--- src/rtl/dma_page_pkg.sv ---
package dma_page_pkg;
  localparam int unsigned SLOTS  = 8;
  localparam int unsigned SLOT_W = $clog2(SLOTS);

  typedef enum logic [1:0] {
    SZ_NONE = 2'b00,
    SZ_BYTE = 2'b01,
    SZ_WORD = 2'b10,
    SZ_WIDE = 2'b11
  } accSize_t;

  typedef struct packed {
    logic              wrLoA;
    logic              wrLoB;
    logic              wrHi;
    logic [SLOT_W-1:0] slotA;
    logic [SLOT_W-1:0] slotB;
    logic              rdByteLo;
    logic              rdWordLo;
    logic              rdByteHi;
    logic              rdBad;
  } pageStrobe_t;
endpackage

--- src/rtl/dma_page_ctrl.sv ---
module dma_page_ctrl
  import dma_page_pkg::*;
(
  input  logic              clk,
  input  logic              rstN,
  input  logic              busWrite,
  input  logic              busRead,
  input  logic              busBank,
  input  logic [1:0]        busSize,
  input  logic [SLOT_W-1:0] busOffset,
  output pageStrobe_t       strobe
);
  accSize_t sizeCode;
  logic     isByte;
  logic     isWord;

  always_comb begin
    sizeCode = accSize_t'(busSize);
    isByte   = (sizeCode == SZ_BYTE);
    isWord   = (sizeCode == SZ_WORD);

    strobe.slotA    = busOffset;
    strobe.slotB    = busOffset + SLOT_W'(1);

    strobe.wrLoA    = busWrite && !busBank && (isByte || isWord);
    strobe.wrLoB    = busWrite && !busBank && isWord;
    strobe.wrHi     = busWrite &&  busBank && isByte;

    strobe.rdByteLo = busRead && !busBank && isByte;
    strobe.rdWordLo = busRead && !busBank && isWord;
    strobe.rdByteHi = busRead &&  busBank && isByte;
    strobe.rdBad    = busRead && !(strobe.rdByteLo || strobe.rdWordLo || strobe.rdByteHi);
  end

  // exactly one read path is chosen per read.
  p_one_read_r6: assert property (@(posedge clk) disable iff (!rstN)
    $onehot0({strobe.rdByteLo, strobe.rdWordLo, strobe.rdByteHi, strobe.rdBad}));

  // the upper half of a word write never happens without the lower half.
  p_word_pair_r4: assert property (@(posedge clk) disable iff (!rstN)
    strobe.wrLoB |-> strobe.wrLoA);

  // the two banks are never written by the same access.
  p_bank_excl_r5: assert property (@(posedge clk) disable iff (!rstN)
    !(strobe.wrHi && strobe.wrLoA));
endmodule

--- src/rtl/dma_page_dp.sv ---
module dma_page_dp
  import dma_page_pkg::*;
#(
  parameter int unsigned PAGE_W  = 8,
  parameter int unsigned CADDR_W = 16,
  parameter int unsigned CH_W    = 2
) (
  input  logic                        clk,
  input  logic                        rstN,
  input  pageStrobe_t                 strobe,
  input  logic [2*PAGE_W-1:0]         busWdata,
  output logic [2*PAGE_W-1:0]         busRdata,
  input  logic [CH_W-1:0]             chanIdx,
  input  logic [CADDR_W-1:0]          curAddr,
  input  logic                        wordMode,
  output logic [2*PAGE_W+CADDR_W-1:0] sysAddr
);
  localparam int unsigned DATA_W = 2 * PAGE_W;
  localparam int unsigned SYS_W  = 2 * PAGE_W + CADDR_W;

  logic [SLOTS-1:0][PAGE_W-1:0] loPage;
  logic [SLOTS-1:0][PAGE_W-1:0] hiPage;

  // Per-slot storage with its own write and clear enables.
  for (genvar i = 0; i < SLOTS; i++) begin : g_slot
    logic hitA;
    logic hitB;
    assign hitA = (strobe.slotA == SLOT_W'(i));
    assign hitB = (strobe.slotB == SLOT_W'(i));

    always_ff @(posedge clk or negedge rstN) begin
      if (!rstN) begin
        loPage[i] <= '0;
        hiPage[i] <= '0;
      end else begin
        if (strobe.wrLoA && hitA) begin
          loPage[i] <= busWdata[PAGE_W-1:0];
          hiPage[i] <= '0;
        end else if (strobe.wrLoB && hitB) begin
          loPage[i] <= busWdata[DATA_W-1:PAGE_W];
          hiPage[i] <= '0;
        end else if (strobe.wrHi && hitA) begin
          hiPage[i] <= busWdata[PAGE_W-1:0];
        end
      end
    end
  end

  // Read data mux.
  always_comb begin
    busRdata = '0;
    if (strobe.rdByteLo)      busRdata = {{PAGE_W{1'b0}}, loPage[strobe.slotA]};
    else if (strobe.rdWordLo) busRdata = {loPage[strobe.slotB], loPage[strobe.slotA]};
    else if (strobe.rdByteHi) busRdata = {{PAGE_W{1'b0}}, hiPage[strobe.slotA]};
    else if (strobe.rdBad)    busRdata = '1;
  end

  // Channel index to page slot table.
  function automatic logic [SLOT_W-1:0] chanToSlot(input logic [CH_W-1:0] ch);
    case (ch)
      CH_W'(0): chanToSlot = SLOT_W'(7);
      CH_W'(1): chanToSlot = SLOT_W'(3);
      CH_W'(2): chanToSlot = SLOT_W'(1);
      default:  chanToSlot = SLOT_W'(2);
    endcase
  endfunction

  logic [SLOT_W-1:0]  chSlot;
  logic [PAGE_W-1:0]  pageEff;
  logic [SYS_W-1:0]   pageBase;
  logic [CADDR_W:0]   offsShift;

  always_comb begin
    chSlot    = chanToSlot(chanIdx);
    pageEff   = loPage[chSlot];
    if (wordMode) pageEff[0] = 1'b0;
    pageBase  = {hiPage[chSlot], pageEff, {CADDR_W{1'b0}}};
    offsShift = wordMode ? {curAddr, 1'b0} : {1'b0, curAddr};
    sysAddr   = pageBase + SYS_W'(offsShift);
  end

  // a low write leaves the matching high page cleared.
  p_hi_cleared_r3: assert property (@(posedge clk) disable iff (!rstN)
    strobe.wrLoA |=> hiPage[$past(strobe.slotA)] == '0);

  // a high bank write leaves the low bank untouched.
  p_lo_kept_r5: assert property (@(posedge clk) disable iff (!rstN)
    (strobe.wrHi && !strobe.wrLoA) |=> $stable(loPage));

  // word-mode addresses are always even.
  p_even_word_r9: assert property (@(posedge clk) disable iff (!rstN)
    wordMode |-> !sysAddr[0]);

  // an unsupported read returns all ones.
  p_bad_read_r6: assert property (@(posedge clk) disable iff (!rstN)
    strobe.rdBad |-> (busRdata == '1));

  // nothing is driven without a read.
  p_idle_zero_r10: assert property (@(posedge clk) disable iff (!rstN)
    !(strobe.rdByteLo || strobe.rdWordLo || strobe.rdByteHi || strobe.rdBad) |-> (busRdata == '0));
endmodule

--- src/rtl/dma_page_composer.sv ---
module dma_page_composer
  import dma_page_pkg::*;
#(
  parameter int unsigned PAGE_W  = 8,
  parameter int unsigned CADDR_W = 16,
  parameter int unsigned CH_W    = 2
) (
  input  logic                        clk,
  input  logic                        rstN,
  input  logic                        busWrite,
  input  logic                        busRead,
  input  logic                        busBank,
  input  logic [1:0]                  busSize,
  input  logic [SLOT_W-1:0]           busOffset,
  input  logic [2*PAGE_W-1:0]         busWdata,
  output logic [2*PAGE_W-1:0]         busRdata,
  input  logic [CH_W-1:0]             chanIdx,
  input  logic [CADDR_W-1:0]          curAddr,
  input  logic                        wordMode,
  output logic [2*PAGE_W+CADDR_W-1:0] sysAddr
);
  pageStrobe_t strobe;

  dma_page_ctrl u_ctrl (
    .clk       (clk),
    .rstN      (rstN),
    .busWrite  (busWrite),
    .busRead   (busRead),
    .busBank   (busBank),
    .busSize   (busSize),
    .busOffset (busOffset),
    .strobe    (strobe)
  );

  dma_page_dp #(
    .PAGE_W  (PAGE_W),
    .CADDR_W (CADDR_W),
    .CH_W    (CH_W)
  ) u_dp (
    .clk      (clk),
    .rstN     (rstN),
    .strobe   (strobe),
    .busWdata (busWdata),
    .busRdata (busRdata),
    .chanIdx  (chanIdx),
    .curAddr  (curAddr),
    .wordMode (wordMode),
    .sysAddr  (sysAddr)
  );
endmodule

--- config.mk ---
export PLATFORM = sky130hd
export DESIGN_NAME = dma_page_composer
export DESIGN_NICKNAME = d
export VERILOG_FILES = /design/src/rtl/dma_page_pkg.sv /design/src/rtl/dma_page_ctrl.sv /design/src/rtl/dma_page_dp.sv /design/src/rtl/dma_page_composer.sv
export SDC_FILE = /design/constraint.sdc
export NUM_CORES = 1
export LEC_CHECK = 0
export ABC_CLOCK_PERIOD_IN_PS = 4850
export CORE_MARGIN = 2
export CORE_UTILIZATION = 46
export DETAILED_ROUTE_END_ITERATION = 7
export PLACE_DENSITY = 0.66
export SYNTH_ARGS = -nofsm -noshare
export SYNTH_HDL_FRONTEND = slang
export SYNTH_SLANG_ARGS = --single-unit
--- constraint.sdc ---
create_clock -name clk -period 4.85 [get_ports clk]
set_input_delay 0.7275 -clock clk [delete_from_list [all_inputs] [get_ports clk]]
set_output_delay 0.7275 -clock clk [all_outputs]
set_load 0.01 [all_outputs]
==> impl_metrics.env <==
export IMPL_met2_global_route_usage_pct=41.6
export IMPL_synth_compound_gate_area_share_pct=12.4
export IMPL_standard_cell_rows=49
export IMPL_postCtsSetupRepairBufs=0
export IMPL_synth_area_mux_share_pct=29.2
export IMPL_run_status="finished clean"
export IMPL_crit_path_end_kind="primary output"
export IMPL_pin_count=93
export IMPL_postSynth_asyncResetShare_pct=100
export IMPL_synth_net_count=876
export IMPL_drt_pass1_iter_count=5
export IMPL_yosys_area_share_simple_pct=12.3
export IMPL_final_cell_mix="128 x sky130_fd_sc_hd__dfrtp_1, 122 x sky130_fd_sc_hd__nand2_1, 96 x sky130_fd_sc_hd__a21oi_1, 89 x sky130_fd_sc_hd__clkdlybuf4s50_1, 80 x sky130_fd_sc_hd__mux2i_1"
export IMPL_grt_total_usage_pct=27.5
export IMPL_min_period_over_period_pct=86.6
export IMPL_finish_net_count=923
export IMPL_setup_violations=0
export IMPL_register_bit_count_reported_by_yosys=128
export IMPL_maximum_clock_path_buffer_count=2
export IMPL_layout_commonest_cell="sky130_fd_sc_hd__dfrtp_1"
export IMPL_synth_cell_area_mm2=0.00839
export IMPL_cap_violations=0
export IMPL_worst_slew_pin_transition_ns=0.953
export IMPL_tritoncts="done"
export IMPL_cts_root_buffer_cell="sky130_fd_sc_hd__clkbuf_16"
export IMPL_via_count_of_the_first_global_routing_pass=6691
export IMPL_globalRoute_busiestLayer="met2"
export IMPL_route_vias_total=6908
export IMPL_cts_max_level=4
export IMPL_drt_iter0_drc=790
export IMPL_postCtsResizedCells=0
export IMPL_cts_inserted_buffers=17
export IMPL_grt_antenna_before_repair=0
export IMPL_dominantRegCellSynth="sky130_fd_sc_hd__dfrtp_1"
export IMPL_avgSynthCellArea_um2=10.2
export IMPL_final_setup_tns_ns=0
export IMPL_layout_setup_ws_ns=0.652
export IMPL_die_area_mm2=0.0193
export IMPL_use_met3_pct=6.28
export IMPL_pin_count_of_the_biggest_net_entering_global_routing=63
export IMPL_antenna_left=0
export IMPL_clk_pin_slew_worst_paths_ns=0.05
export IMPL_power_per_cell_area_mw_per_mm2=371
export IMPL_synth_adder_area_share_pct=1.79
export IMPL_clock_sinks=128
export IMPL_worstSetupStartpointType="input pin"
export IMPL_main_combinational_cell_family_by_area_after_synthesis="multiplexers"
export IMPL_remaining_drc_errors=0
export IMPL_die_extent_in_x_um=139
export IMPL_grt_setup_unrepaired="false"
export IMPL_coreArea_mm2=0.0180
export IMPL_leakage_nw=4.37
export IMPL_worst_setup_path_type="input pin to primary output"
export IMPL_fp_dieH_um=139
export IMPL_hold_viol=0
export IMPL_timing_slew_headroom_pct=36.3
export IMPL_areaGrowthSynthToFinish_pct=18.2
export IMPL_critical_path_required_ns=4.12
export IMPL_num_antenna_cells=0
export IMPL_placement_setup_worst_slack_ns=0.618
export IMPL_fin_hold_ws_ns=0.399
export IMPL_clk_insertion_delay_late_ns=0.42
export IMPL_upper_clock_frequency_limit_mhz=238
export IMPL_routabilityCongestion=0.848
export IMPL_synth_edf_count=0
export IMPL_timing_max_transition_violations_final=0
export IMPL_initial_utilization_pct=46.7
export IMPL_synth_sequential_area_ratio_pct=38.2
export IMPL_ir_worst_vdd_uv=250
export IMPL_min_path_type="input pin to async pin"
export IMPL_synth_warn=0
export IMPL_hold_buffers=0
export IMPL_dp_final_hpwl_um=17700
export IMPL_avgRoutedWirePerCell_um=23.3
export IMPL_globalRouteMet1Util_pct=39.4
export IMPL_synth_lib_cells_used_distinct=40
export IMPL_grt_first_pass_wirelength_um=40600
export IMPL_skew_ns=0
export IMPL_average_via_count_per_standard_cell=6.25
export IMPL_period_minus_slack_ns=4.20
export IMPL_synth_xor_xnor_area_share_pct=1.46
export IMPL_syn_inst=819
export IMPL_port_buffer_cells=92
export IMPL_worst_endpoint_arrival_ns=3.47
export IMPL_detail_route_wirelength_um=25800
export IMPL_crit_path_max_fanout=15
export IMPL_drive_above_1_share_pct=14.7
export IMPL_total_power_mw=3.68
export IMPL_global_route_overflow=0
-- per-layer routing --
metal	share of wire [%]	vias to the layer above
met5	0	-
met4	2.5	0
met3	8.8	34
met2	46	382
met1	42	3424
li1	-	3068
-- path summary, 6_finish.rpt --
check                                                  from                           to  slack (ns)  cells after the start
worst max-delay path                             chanIdx[0]                  sysAddr[22]        0.65                      8
worst min-delay path                                   rstN  u_dp.loPage[38]$_DFFE_PN0P_        0.40                      1
worst max register to register  u_dp.loPage[58]$_DFFE_PN0P_  u_dp.loPage[58]$_DFFE_PN0P_        4.00                      2
worst min register to register  u_dp.hiPage[28]$_DFFE_PN0P_  u_dp.hiPage[28]$_DFFE_PN0P_        0.53                      2
max in group asynchronous                              rstN  u_dp.hiPage[27]$_DFFE_PN0P_        3.45                      2
min in group clk                u_dp.hiPage[28]$_DFFE_PN0P_  u_dp.hiPage[28]$_DFFE_PN0P_        0.53                      2
-- through the flow --
step	instance area (um2)	instances	utilization [%]
6_report	9920	1106	55.2
3_5_place_dp	9370	1076	52.2
5_1_grt	9920	1106	55.2
3_3_place_gp	9370	1076	52.2
2_1_floorplan	8390	819	-
4_1_cts	9920	1106	55.2
-- final cells by class --
cell class	count	area, um2
fill	1569	8040
multi-input combinational	601	4790
sequential	128	3200
timing repair buffer	111	1060
clock buffer	24	492
tap	229	287
clock inverter	6	57.6
inverter	7	26.3
-- power by group --
| group | leakage [nW] | switching (mW) | internal [mW] |
|---|---|---|---|
| clock network | 0.272 | 0.460 | 0.749 |
| registers | 1.66 | 0.205 | 1.28 |
| logic | 2.44 | 0.461 | 0.526 |
| total | 4.37 | 1.13 | 2.56 |
-- cells by family (layout without fill, tap and decap cells) --
family	Yosys count	in the layout
buffers and inverters	90	148
multiplexers	160	160
flip-flops	128	128
AO/OA/AOI/OAI	193	193
adder cells (fa/ha/maj)	12	12
AND/OR/NAND/NOR	222	222
XOR/XNOR	14	14
-- sequential cells by signal, summed over array words and instances (netlist names) --
| name | flops |
|---|---|
| u_dp.loPage | 64 |
| u_dp.hiPage | 64 |
-- critical path: stages --
cell,delay (ns)
sky130_fd_sc_hd__clkdlybuf4s50_1,0.51
sky130_fd_sc_hd__buf_4,0.31
sky130_fd_sc_hd__mux4_1,0.69
sky130_fd_sc_hd__ha_1,0.28
sky130_fd_sc_hd__and2_1,0.18
sky130_fd_sc_hd__nand4_1,0.10
sky130_fd_sc_hd__xnor2_1,0.12
sky130_fd_sc_hd__clkdlybuf4s50_1,0.55
-- synth_stat cells (2+ instances only) --
master / n / area share, %
sky130_fd_sc_hd__mux2_2: 16 / 2.1
sky130_fd_sc_hd__nand4_4: 2 / 0.51
sky130_fd_sc_hd__nor2_1: 48 / 2.1
sky130_fd_sc_hd__and3b_1: 2 / 0.21
sky130_fd_sc_hd__ha_1: 12 / 1.8
sky130_fd_sc_hd__mux2i_1: 80 / 9.5
sky130_fd_sc_hd__nor3b_1: 2 / 0.18
sky130_fd_sc_hd__and2_1: 5 / 0.37
sky130_fd_sc_hd__buf_1: 12 / 0.54
sky130_fd_sc_hd__xnor2_1: 5 / 0.52
sky130_fd_sc_hd__nor3_1: 3 / 0.18
sky130_fd_sc_hd__nand4_1: 4 / 0.30
sky130_fd_sc_hd__nor4_2: 4 / 0.60
sky130_fd_sc_hd__nor2b_1: 3 / 0.22
sky130_fd_sc_hd__o21ai_0: 73 / 4.4
sky130_fd_sc_hd__inv_1: 7 / 0.31
sky130_fd_sc_hd__buf_2: 24 / 1.4
sky130_fd_sc_hd__o221ai_1: 14 / 1.5
sky130_fd_sc_hd__a21boi_0: 7 / 0.63
sky130_fd_sc_hd__clkbuf_1: 43 / 1.9
sky130_fd_sc_hd__mux4_1: 8 / 2.5
sky130_fd_sc_hd__and3_1: 4 / 0.30
sky130_fd_sc_hd__nand2b_1: 6 / 0.45
sky130_fd_sc_hd__nand2_1: 122 / 5.5
sky130_fd_sc_hd__dfrtp_1: 128 / 38
sky130_fd_sc_hd__xor2_1: 9 / 0.94
sky130_fd_sc_hd__mux4_2: 56 / 15
sky130_fd_sc_hd__a21oi_1: 96 / 5.7
sky130_fd_sc_hd__nand3_1: 13 / 0.78
No activity file was read; power rests on OpenSTA's default activity.
